`src/rtl/tdm_mux_pkg.sv`:
```
package tdm_mux_pkg;
    typedef enum logic [1:0] {
        PH_IDLE = 2'd0,
        PH_FRM  = 2'd1,
        PH_PAY  = 2'd2,
        PH_SIG  = 2'd3
    } phase_t;
endpackage

```
`src/rtl/tdm_sync_det.sv`:
```
module tdm_sync_det (
    input  logic clk,
    input  logic rst_n,
    input  logic sync_in,
    input  logic act_high,
    output logic sync_edge
);
    logic act;
    logic act_q;

    assign act = act_high ? sync_in : ~sync_in;

    always_ff @(posedge clk or negedge rst_n) begin
        if (!rst_n) act_q <= 1'b0;
        else        act_q <= act;
    end

    assign sync_edge = act & ~act_q;

    // a held sync level yields one restart only
    a_r2_single_edge: assert property (@(posedge clk) disable iff (!rst_n)
        sync_edge |=> !sync_edge);
endmodule

```
`src/rtl/tdm_seq.sv`:
```
module tdm_seq
    import tdm_mux_pkg::*;
#(
    parameter int NCH    = 4,
    parameter int NSLOT  = 24,
    parameter int BYTE_W = 8,
    parameter int SIG_W  = 4
) (
    input  logic                 clk,
    input  logic                 rst_n,
    input  logic                 sync_edge,
    input  logic                 bit_mode_in,
    output phase_t               phase_o,
    output logic [$clog2(NCH)-1:0]    ch_o,
    output logic [$clog2(BYTE_W)-1:0] bit_o,
    output logic                 half_o,
    output logic                 mode_o,
    output logic                 slot_load_o,
    output logic                 frame_load_o
);
    localparam int CH_W   = $clog2(NCH);
    localparam int BIT_W  = $clog2(BYTE_W);
    localparam int SLOT_W = $clog2(NSLOT);

    phase_t              phase_q, phase_n;
    logic [CH_W-1:0]     ch_q, ch_n;
    logic [BIT_W-1:0]    bit_q, bit_n;
    logic [SLOT_W-1:0]   slot_q, slot_n;
    logic                half_q, half_n;
    logic                mode_q, mode_n;

    logic [BIT_W-1:0]    last_idx;
    logic                step, last_bit, last_ch, last_slot, phase_done;

    // field width of the current phase
    always_comb begin
        unique case (phase_q)
            PH_PAY:  last_idx = BIT_W'(BYTE_W - 1);
            PH_SIG:  last_idx = BIT_W'(SIG_W - 1);
            default: last_idx = '0;
        endcase
    end

    assign step       = (phase_q != PH_IDLE) && (!mode_q || half_q);
    assign last_bit   = (bit_q == last_idx);
    assign last_ch    = (ch_q == CH_W'(NCH - 1));
    assign last_slot  = (slot_q == SLOT_W'(NSLOT - 1));
    assign phase_done = step && last_bit && last_ch;

    // state register
    always_ff @(posedge clk or negedge rst_n) begin
        if (!rst_n) begin
            phase_q <= PH_IDLE;
            ch_q    <= '0;
            bit_q   <= '0;
            slot_q  <= '0;
            half_q  <= 1'b0;
            mode_q  <= 1'b0;
        end else begin
            phase_q <= phase_n;
            ch_q    <= ch_n;
            bit_q   <= bit_n;
            slot_q  <= slot_n;
            half_q  <= half_n;
            mode_q  <= mode_n;
        end
    end

    // next state
    always_comb begin
        phase_n = phase_q;
        ch_n    = ch_q;
        bit_n   = bit_q;
        slot_n  = slot_q;
        half_n  = half_q;
        mode_n  = mode_q;
        if (sync_edge) begin
            phase_n = PH_FRM;
            ch_n    = '0;
            bit_n   = '0;
            slot_n  = '0;
            half_n  = 1'b0;
            mode_n  = bit_mode_in;
        end else begin
            unique case (phase_q)
                PH_IDLE: begin
                end
                default: begin
                    if (mode_q) half_n = ~half_q;
                    if (step) begin
                        if (mode_q) begin
                            ch_n = last_ch ? '0 : ch_q + 1'b1;
                            if (last_ch) bit_n = last_bit ? '0 : bit_q + 1'b1;
                        end else begin
                            bit_n = last_bit ? '0 : bit_q + 1'b1;
                            if (last_bit) ch_n = last_ch ? '0 : ch_q + 1'b1;
                        end
                    end
                    if (phase_done) begin
                        ch_n  = '0;
                        bit_n = '0;
                        unique case (phase_q)
                            PH_FRM: begin
                                phase_n = PH_PAY;
                                slot_n  = '0;
                            end
                            PH_PAY: begin
                                if (last_slot) phase_n = PH_SIG;
                                else           slot_n  = slot_q + 1'b1;
                            end
                            PH_SIG: begin
                                phase_n = PH_FRM;
                                half_n  = 1'b0;
                                mode_n  = bit_mode_in;
                            end
                            default: begin
                            end
                        endcase
                    end
                end
            endcase
        end
    end

    // outputs
    always_comb begin
        phase_o      = phase_q;
        ch_o         = ch_q;
        bit_o        = bit_q;
        half_o       = half_q;
        mode_o       = mode_q;
        slot_load_o  = !sync_edge && phase_done &&
                       (phase_q == PH_FRM || (phase_q == PH_PAY && !last_slot));
        frame_load_o = sync_edge || (phase_done && phase_q == PH_SIG);
    end

    // any sync edge restarts at lane 0 framing bit
    a_r9_sync_restart: assert property (@(posedge clk) disable iff (!rst_n)
        sync_edge |=> (phase_q == PH_FRM && ch_q == '0 && bit_q == '0 && !half_q));
    // a byte load lands on the first position of a payload slot
    a_r7_load_at_slot: assert property (@(posedge clk) disable iff (!rst_n)
        slot_load_o |=> (phase_q == PH_PAY && ch_q == '0 && bit_q == '0 && !half_q));
    // signaling is always followed by a new framing field
    a_r3_wrap_frame: assert property (@(posedge clk) disable iff (!rst_n)
        (phase_q == PH_SIG && phase_done && !sync_edge) |=> phase_q == PH_FRM);
    // in bit ordering every bit spans two clocks
    a_r5_half_alternates: assert property (@(posedge clk) disable iff (!rst_n)
        (mode_q && phase_q != PH_IDLE && !sync_edge) |=> half_q != $past(half_q));
endmodule

```
`src/rtl/tdm_lane.sv`:
```
module tdm_lane
    import tdm_mux_pkg::*;
#(
    parameter int BYTE_W = 8,
    parameter int SIG_W  = 4
) (
    input  logic                      clk,
    input  logic                      rst_n,
    input  logic                      slot_load,
    input  logic                      frame_load,
    input  logic                      valid_i,
    input  logic [BYTE_W-1:0]         data_i,
    input  logic                      fbit_i,
    input  logic [SIG_W-1:0]          sig_i,
    input  phase_t                    phase_i,
    input  logic [$clog2(BYTE_W)-1:0] bit_i,
    output logic                      bit_o,
    output logic                      underrun_o
);
    logic [BYTE_W-1:0] byte_q;
    logic              fbit_q;
    logic [SIG_W-1:0]  sig_q;
    logic              underrun_q;
    int                sel;

    always_ff @(posedge clk or negedge rst_n) begin
        if (!rst_n) begin
            byte_q     <= '1;
            fbit_q     <= 1'b1;
            sig_q      <= '1;
            underrun_q <= 1'b0;
        end else begin
            if (slot_load) begin
                byte_q <= valid_i ? data_i : '1;
                if (!valid_i) underrun_q <= 1'b1;
            end
            if (frame_load) begin
                fbit_q <= fbit_i;
                sig_q  <= sig_i;
            end
        end
    end

    always_comb begin
        sel = int'(bit_i);
        unique case (phase_i)
            PH_FRM:  bit_o = fbit_q;
            PH_PAY:  bit_o = byte_q[BYTE_W - 1 - sel];
            PH_SIG:  bit_o = (sel < SIG_W) ? sig_q[SIG_W - 1 - sel] : 1'b1;
            default: bit_o = 1'b1;
        endcase
    end

    assign underrun_o = underrun_q;

    // underrun flag never clears without reset
    a_r8_sticky: assert property (@(posedge clk) disable iff (!rst_n)
        underrun_q |=> underrun_q);
    // a missing byte is replaced by all ones
    a_r8_fill_ones: assert property (@(posedge clk) disable iff (!rst_n)
        (slot_load && !valid_i) |=> (byte_q == '1 && underrun_q));
endmodule

```
`src/rtl/tdm_shaper.sv`:
```
module tdm_shaper
    import tdm_mux_pkg::*;
#(
    parameter int NCH    = 4,
    parameter int BYTE_W = 8
) (
    input  logic                      clk,
    input  logic                      rst_n,
    input  logic [NCH-1:0]            lane_bits,
    input  logic [$clog2(NCH)-1:0]    ch_i,
    input  phase_t                    phase_i,
    input  logic [$clog2(BYTE_W)-1:0] bit_i,
    input  logic                      half_i,
    input  logic                      mode_i,
    output logic                      ser_o
);
    localparam int BIT_W = $clog2(BYTE_W);
    localparam int RZ_N  = BYTE_W / 2;

    logic rtz;
    logic ser_d;
    logic ser_q;

    assign rtz   = mode_i && phase_i == PH_PAY && half_i && (bit_i < BIT_W'(RZ_N));
    assign ser_d = rtz ? 1'b0 : lane_bits[ch_i];

    // launch register: output only moves on the rising edge
    always_ff @(posedge clk or negedge rst_n) begin
        if (!rst_n) ser_q <= 1'b1;
        else        ser_q <= ser_d;
    end

    assign ser_o = ser_q;

    // idle line is marking
    a_r1_idle_mark: assert property (@(posedge clk) disable iff (!rst_n)
        (phase_i == PH_IDLE) |=> ser_q);
endmodule

```
`src/rtl/tdm_bitmux_out.sv`:
```
module tdm_bitmux_out
    import tdm_mux_pkg::*;
#(
    parameter int NCH    = 4,
    parameter int NSLOT  = 24,
    parameter int BYTE_W = 8,
    parameter int SIG_W  = 4
) (
    input  logic                    clk,
    input  logic                    rst_n,
    input  logic                    sync_in,
    input  logic                    sync_act_high,
    input  logic                    bit_mode,
    input  logic [NCH-1:0]          ch_valid,
    input  logic [NCH*BYTE_W-1:0]   ch_data,
    input  logic [NCH-1:0]          ch_fbit,
    input  logic [NCH*SIG_W-1:0]    ch_sig,
    output logic [NCH-1:0]          ch_ready,
    output logic                    ser_out,
    output logic [NCH-1:0]          underrun
);
    localparam int CH_W  = $clog2(NCH);
    localparam int BIT_W = $clog2(BYTE_W);
    localparam int RZ_N  = BYTE_W / 2;

    logic             sync_edge;
    phase_t           phase_w;
    logic [CH_W-1:0]  ch_w;
    logic [BIT_W-1:0] bit_w;
    logic             half_w, mode_w, slot_load_w, frame_load_w;
    logic [NCH-1:0]   lane_bits;

    tdm_sync_det u_sync (
        .clk       (clk),
        .rst_n     (rst_n),
        .sync_in   (sync_in),
        .act_high  (sync_act_high),
        .sync_edge (sync_edge)
    );

    tdm_seq #(
        .NCH    (NCH),
        .NSLOT  (NSLOT),
        .BYTE_W (BYTE_W),
        .SIG_W  (SIG_W)
    ) u_seq (
        .clk          (clk),
        .rst_n        (rst_n),
        .sync_edge    (sync_edge),
        .bit_mode_in  (bit_mode),
        .phase_o      (phase_w),
        .ch_o         (ch_w),
        .bit_o        (bit_w),
        .half_o       (half_w),
        .mode_o       (mode_w),
        .slot_load_o  (slot_load_w),
        .frame_load_o (frame_load_w)
    );

    for (genvar c = 0; c < NCH; c++) begin : g_lane
        tdm_lane #(
            .BYTE_W (BYTE_W),
            .SIG_W  (SIG_W)
        ) u_lane (
            .clk        (clk),
            .rst_n      (rst_n),
            .slot_load  (slot_load_w),
            .frame_load (frame_load_w),
            .valid_i    (ch_valid[c]),
            .data_i     (ch_data[c*BYTE_W +: BYTE_W]),
            .fbit_i     (ch_fbit[c]),
            .sig_i      (ch_sig[c*SIG_W +: SIG_W]),
            .phase_i    (phase_w),
            .bit_i      (bit_w),
            .bit_o      (lane_bits[c]),
            .underrun_o (underrun[c])
        );
        assign ch_ready[c] = slot_load_w;
    end

    tdm_shaper #(
        .NCH    (NCH),
        .BYTE_W (BYTE_W)
    ) u_shaper (
        .clk       (clk),
        .rst_n     (rst_n),
        .lane_bits (lane_bits),
        .ch_i      (ch_w),
        .phase_i   (phase_w),
        .bit_i     (bit_w),
        .half_i    (half_w),
        .mode_i    (mode_w),
        .ser_o     (ser_out)
    );

    // second clock of an early payload bit is low on the wire
    a_r6_rtz_low: assert property (@(posedge clk) disable iff (!rst_n)
        (mode_w && phase_w == PH_PAY && half_w && bit_w < BIT_W'(RZ_N)) |=> !ser_out);
    // ready strobes are a single clock wide
    a_r7_ready_pulse: assert property (@(posedge clk) disable iff (!rst_n)
        ch_ready[0] |=> !ch_ready[0]);
endmodule

```
`config.mk`:
```
export PLATFORM = sky130hd
export DESIGN_NAME = tdm_bitmux_out
export DESIGN_NICKNAME = d
export VERILOG_FILES = /design/src/rtl/tdm_mux_pkg.sv /design/src/rtl/tdm_sync_det.sv /design/src/rtl/tdm_seq.sv /design/src/rtl/tdm_lane.sv /design/src/rtl/tdm_shaper.sv /design/src/rtl/tdm_bitmux_out.sv
export SDC_FILE = /design/constraint.sdc
export NUM_CORES = 1
export LEC_CHECK = 0
export BUFFER_PORTS_ARGS = -buffer_cell sky130_fd_sc_hd__buf_2
export CAP_MARGIN = 40
export CORE_UTILIZATION = 51
export DETAILED_ROUTE_END_ITERATION = 6
export PLACE_DENSITY_LB_ADDON = 0.1
export SYNTH_ARGS = -nofsm -noshare
export SYNTH_HDL_FRONTEND = slang
export SYNTH_SLANG_ARGS = --single-unit
export TNS_END_PERCENT = 50
```
`constraint.sdc`:
```
create_clock -name clk -period 2.1 [get_ports clk]
set_input_delay 0.21 -clock clk [delete_from_list [all_inputs] [get_ports clk]]
set_output_delay 0.21 -clock clk [all_outputs]
set_load 0.02 [all_outputs]
```
# After elaboration in Yosys (flattened, before gate mapping)
# Cells that the tools add are included.
op_classes:
  add_sub_neg: 5
  order_cmp: 5
  n_eq_ne: 10
  mux: 74
  n_bitwise: 8
  reduce_logical: 33
ops:
  columns: ["cell", "n"]
  rows:
  - ["less-than comparator 32 x 4 -> 1 bit (second input constant)", 1]
  - ["less-than comparator 32 x 5 -> 1 bit (second input constant)", 1]
  - ["2-to-1 mux 1 bit", 32]
  - ["2-to-1 mux 8 bit", 4]
  - ["2-to-1 mux 2 bit", 11]
  - ["2-to-1 mux 3 bit", 7]
  - ["2-to-1 mux 5 bit", 4]
  - ["binary-select mux 1 bit (select 3 bit)", 4]
  - ["one-hot mux 1 bit (3 select lines)", 4]
  - ["binary-select mux 1 bit (select 2 bit)", 5]
  - ["logical AND 1 bit", 10]
  - ["one-hot mux 5 bit (2 select lines)", 1]
  - ["AND reduction 3 bit", 3]
  - ["AND reduction 2 bit", 4]
  - ["AND reduction 4 bit", 2]
  - ["nonzero test 4 bit", 2]
  - ["inverter 1 bit", 7]
  - ["== test 2 bit (second input constant)", 3]
  - ["less-than comparator 3 bit (second input constant)", 2]
  - ["!= test 3 bit (second input constant)", 2]
  - ["one-hot mux 2 bit (3 select lines)", 1]
  - ["one-hot mux 3 bit (2 select lines)", 1]
  - ["nonzero test 2 bit", 3]
  - ["nonzero test 3 bit", 2]
  - ["15 further kinds", 19]
word_totals:
  regBits: 72
  in_bits: 61
  output_inout_bits: 9
  elab_cells: 159

# Depth between registers and ports, before layout
logic_depth:
  word_depth: 10
  ltp_mapped: 9
  mapped_depth_nobuf: 7

# Cells and area by module
# A second synthesis with hierarchy kept.
unflattened:
  cells_unflattened: 320
  hier_area_um2: 3703.6
by_module_without_submodules:
  columns: ["module", "n_inst", "cells_per_inst", "area_per_inst_um2", "seq_area_each_um2"]
  rows:
  - ["tdm_lane", 4, 54, 663.1, 366.6]
  - ["tdm_seq", 1, 93, 912.1, 350.3]
  - ["tdm_shaper", 1, 4, 66.3, 26.3]
  - ["tdm_sync_det", 1, 3, 42.5, 25.0]
  - ["tdm_bitmux_out", 1, 4, 30.0, 0.0]

# Worst setup path before layout
# OpenSTA, ideal clock, no wires.
synth_timing:
  path_kind: "register to output"
  from: "register u_seq.bit_q[0] (netlist: u_seq.bit_o[0])"
  to: "output port ch_ready[0]"
  arrival_ns: 1.999
  t_required_ns: 1.890
  setup_slack_ns: -0.109
  path_stages_with_launch: 10
  n_path_buf: 4
  cell_sequence: "dfrtp_1 buf_6 or4_4 o21ai_4 o2111ai_2 nand2b_4 buf_6 buf_6 inv_1 buf_4"
synth_between:
  elab_chain_len: 5
synth_lines:
  columns: ["item", "line_no", "text"]
  rows:
  - ["start: declaration", "tdm_seq.sv:27", "logic [BIT_W-1:0] bit_q, bit_n;"]
  - ["start signal: assignment", "tdm_seq.sv:62", "bit_q <= bit_n;"]
  - ["== test 3 bit", "tdm_seq.sv:45", "assign last_bit = (bit_q == last_idx);"]
  - ["logical AND 1 bit (2 in a row)", "tdm_seq.sv:48", "assign phase_done = step && last_bit && last_ch;"]
  - ["logical AND 1 bit (2 in a row)", "tdm_seq.sv:132", "slot_load_o = !sync_edge && phase_done &&"]
  - ["end: declaration", "tdm_bitmux_out.sv:18", "output logic [NCH-1:0] ch_ready,"]
# Every way passes these cells.

# Final worst setup path
layout_timing:
  from: "register u_seq.bit_q[1] (netlist: u_seq.bit_o[1])"
  to: "output port ch_ready[1]"
# Same word-level chain as after synthesis.

==> flow_summary.json <==
{
  "status": "complete, no violations",
  "cellPowerDensity_nw_per_um2": 1335,
  "fin_nets": 481,
  "max_slew_margin_pct": 62.75,
  "slowest_stage": "or4_4",
  "synthCells": 345,
  "synth_cell_types": 55,
  "cap_violations": 0,
  "clkLatencyLatePin_ns": 0.35,
  "total_power_mw": 6.292,
  "seqPwrFrac_pct": 40.2,
  "p_switching_mw": 1.982,
  "internal-power_mw": 4.310,
  "max_freq_mhz": 479.1,
  "synth_top_area_cell": "dfstp_2",
  "gp_congestion": 0.8214,
  "avgSynthCellArea_um2": 11.43,
  "endpoint_kind": "primary output",
  "grt_max_degree": 55,
  "cts.clk_slew.worst_paths_ns": 0.08,
  "ys.flop_type": "dfstp_2",
  "antenna_found_initial": 0,
  "io_pins": 70,
  "finalHoldViolations": 0,
  "setup-tns-final_ns": 0,
  "ys_top_cells_by_area": "dfstp_2, dfrtp_1, mux2_4",
  "dr.first_iter.drc_count": 174,
  "synth_top_area_share_pct": 35.31,
  "seqCellArea_um2": 1868,
  "drt_pass1_iterations": 4,
  "pre_cts_ws_ns": 0.1091,
  "synth_warnings": 0,
  "routed-via-count": 2861,
  "power.share.clock_pct": 23.4,
  "post-synth-top-count-cell": "dfstp_2",
  "crit_arrival_ns": 1.88,
  "ctsHtreeMaxLevel": 3,
  "cts_buffers": 9,
  "ys_ff_latch": 72,
  "synth-edff-count": 0,
  "slew_viol_final": 0,
  "switching_share_pct": 31.50,
  "cts.path.max_buffers": 2,
  "grt_pass1_vias": 2860,
  "hpwl_um": 5672,
  "ys_seq_area_share_pct": 47.37,
  "irDropWorstVdd_v": 0.0006566,
  "comb_power_share_pct": 36.4,
  "grt_setup_unrepaired": "yes",
  "hold_ws_ns": 0.08413,
  "fin_skew_ns": 0.007024,
  "cp_max_fo": 4,
  "crit_type": "register to primary output",
  "fin_crit_sh_pct": 99.40,
  "num-fill-cells": 630,
  "multi_input_area_um2": 1854,
  "hp-class": "primary input to register",
  "tightest_slew_ns": 0.5529,
  "drc": 0,
  "synth.cell_area_um2": 3944,
  "die_w_um": 89.94,
  "die_area_um2": 8088,
  "setup_violations": 0,
  "antenna-diode-count": 0,
  "crit_path_start_kind": "register",
  "syn2layout_area_growth_pct": 19.48,
  "wire_per_inst_um": 15.94,
  "crit_chain": "or4_4 -> o21ai_4 -> o2111ai_2 -> nand2b_4 -> clkinv_4 -> buf_6",
  "coreArea_um2": 7370,
  "reg2reg_slack_ns": 0.03,
  "gr-total-overflow": 0,
  "max_stage_delay_ns": 0.54,
  "dpl_cell_area_um2": 4353,
  "vias_per_cell": 5.513,
  "fin_crit_ns": 2.087,
  "io_buffers": 69,
  "start_util_pct": 53.51,
  "finalWorstSetupSlack_ns": 0.01263,
  "synth.net_count": 411,
  "async_flop_share_pct": 100.0,
  "routed_wirelength_um": 8271,
  "grt.total_usage_pct": 22.24,
  "synth_commonest_cells": "dfstp_2, o21ai_0, nor2b_1",
  "fin_area_um2": 4712,
  "cts_sinks": 72,
  "worstPathRequired_ns": 1.89,
  "final_antenna_net_count": 0,
  "cts_tree": "built",
  "grt_first_pass_wirelength_um": 14150,
  "row_count": 31,
  "power.leakage_nw": 2.008,
  "clockRootBuffer": "clkbuf_8",
  "fp.dieH_um": 89.94,
  "drive_above_1_share_pct": 50.48
}
==> final cells by class <==
class | instances | share of cell area (%)
clock buffers | 10 | 2.921
clock inverters | 6 | 2.762
inverters | 8 | 0.7435
multi-input cells | 233 | 39.35
flip-flops and latches | 72 | 39.64
well taps | 99 | 2.629
repair buffers | 91 | 11.95
==> power groups by stage <==
stage / Clock (mW) / Combinational (mW) / Sequential [mW]
after global placement: 0 / 2.19 / 2.52
after floorplan: 0 / 1.80 / 2.45
after detailed placement: 0 / 2.23 / 2.54
after global routing: 1.55 / 2.54 / 2.60
final: 1.47 / 2.29 / 2.53
after CTS: 1.49 / 2.28 / 2.53
==> placed cells by master (no fill, tap or decap), types with 2 or more instances in the layout <==
cell type   n
buf_2      65
dfstp_2    53
o21ai_0    43
nor2b_1    34
o21ai_1    29
dfrtp_1    19
buf_4      19
mux2_4     18
nor2_1     13
clkbuf_8   10
mux4_2      9
a21oi_1     8
inv_1       7
mux2_2      7
nand3_1     6
nand2_1     6
mux2i_1     5
o21bai_2    4
ha_1        4
bufinv_16   4
buf_6       4
o22ai_1     3
xnor2_1     2
nand2b_1    2
nor3b_1     2
nand3b_1    2
o211ai_1    2
or3_1       2
nor3_1      2
clkinv_2    2
buf_12      2
==> state kept, by name, indices dropped and copies added, names as in the netlist <==
| signal | cells |
|---|---|
| g_lane.u_lane.byte_q | 32 |
| g_lane.u_lane.fbit_q | 4 |
| g_lane.u_lane.sig_q | 16 |
| g_lane.u_lane.underrun_o | 4 |
| u_seq.bit_o | 3 |
| u_seq.ch_o | 2 |
| u_seq.half_o | 1 |
| u_seq.mode_o | 1 |
| u_seq.phase_o | 2 |
| u_seq.slot_q | 5 |
| u_shaper.ser_o | 1 |
| u_sync.act_q | 1 |
==> final timing paths <==
check	startpoint	endpoint	depth (start not counted)
max reg2reg	u_seq.bit_o[1]	u_seq.mode_o	6
min reg2reg	g_lane[2].u_lane.underrun_o	g_lane[2].u_lane.underrun_o	1
max in group asynchronous	rst_n	g_lane[0].u_lane.sig_q[3]	3
min	ch_sig[12]	g_lane[3].u_lane.sig_q[0]	2
max	u_seq.bit_o[1]	ch_ready[1]	6
min in group asynchronous	rst_n	u_sync.act_q	2
==> repair_timing <==
| action | CTS | global route |
|---|---|---|
| pin swaps | 2 | 2 |
| hold buffers | 1 | 0 |
| hold endpoints to repair | 8 | 0 |
| buffers inserted | 4 | 1 |
| endpoints found under the setup margin | 4 | 24 |
| gates resized for setup | 5 | 9 |
==> critical path: cells and delay by family, from the launching register on <==
family                 cells  cell delay (ns)
AND/OR/NAND/NOR            2             0.74
flip-flops                 1             0.38
AO/OA/AOI/OAI              2             0.21
buffers and inverters      2             0.19
==> cells by family after synthesis <==
kind of cell    after synthesis  synth area share [%]
fa+ha+maj                     5                 1.586
simple gates                 81                 12.31
buf+inv                      40                 6.155
mux                          40                 15.93
xor+xnor                      2                0.4442
flops                        72                 47.37
compound gates              105                 16.21
==> through the flow <==
step,utilization [%],cells
floorplan,-,345
global placement,59.07,497
detailed placement,59.07,497
CTS,63.41,518
global route,63.94,519
finish,63.94,519
==> routing by layer <==
layer	track usage, %	vias to the layer above	wire [µm]
met1	30.56	1405	3902
met5	0	-	0
li1	-	1368	-
met3	3.976	14	326
met4	10.48	0	151
met2	34.36	74	3891
(Power assumes the default switching activity.)
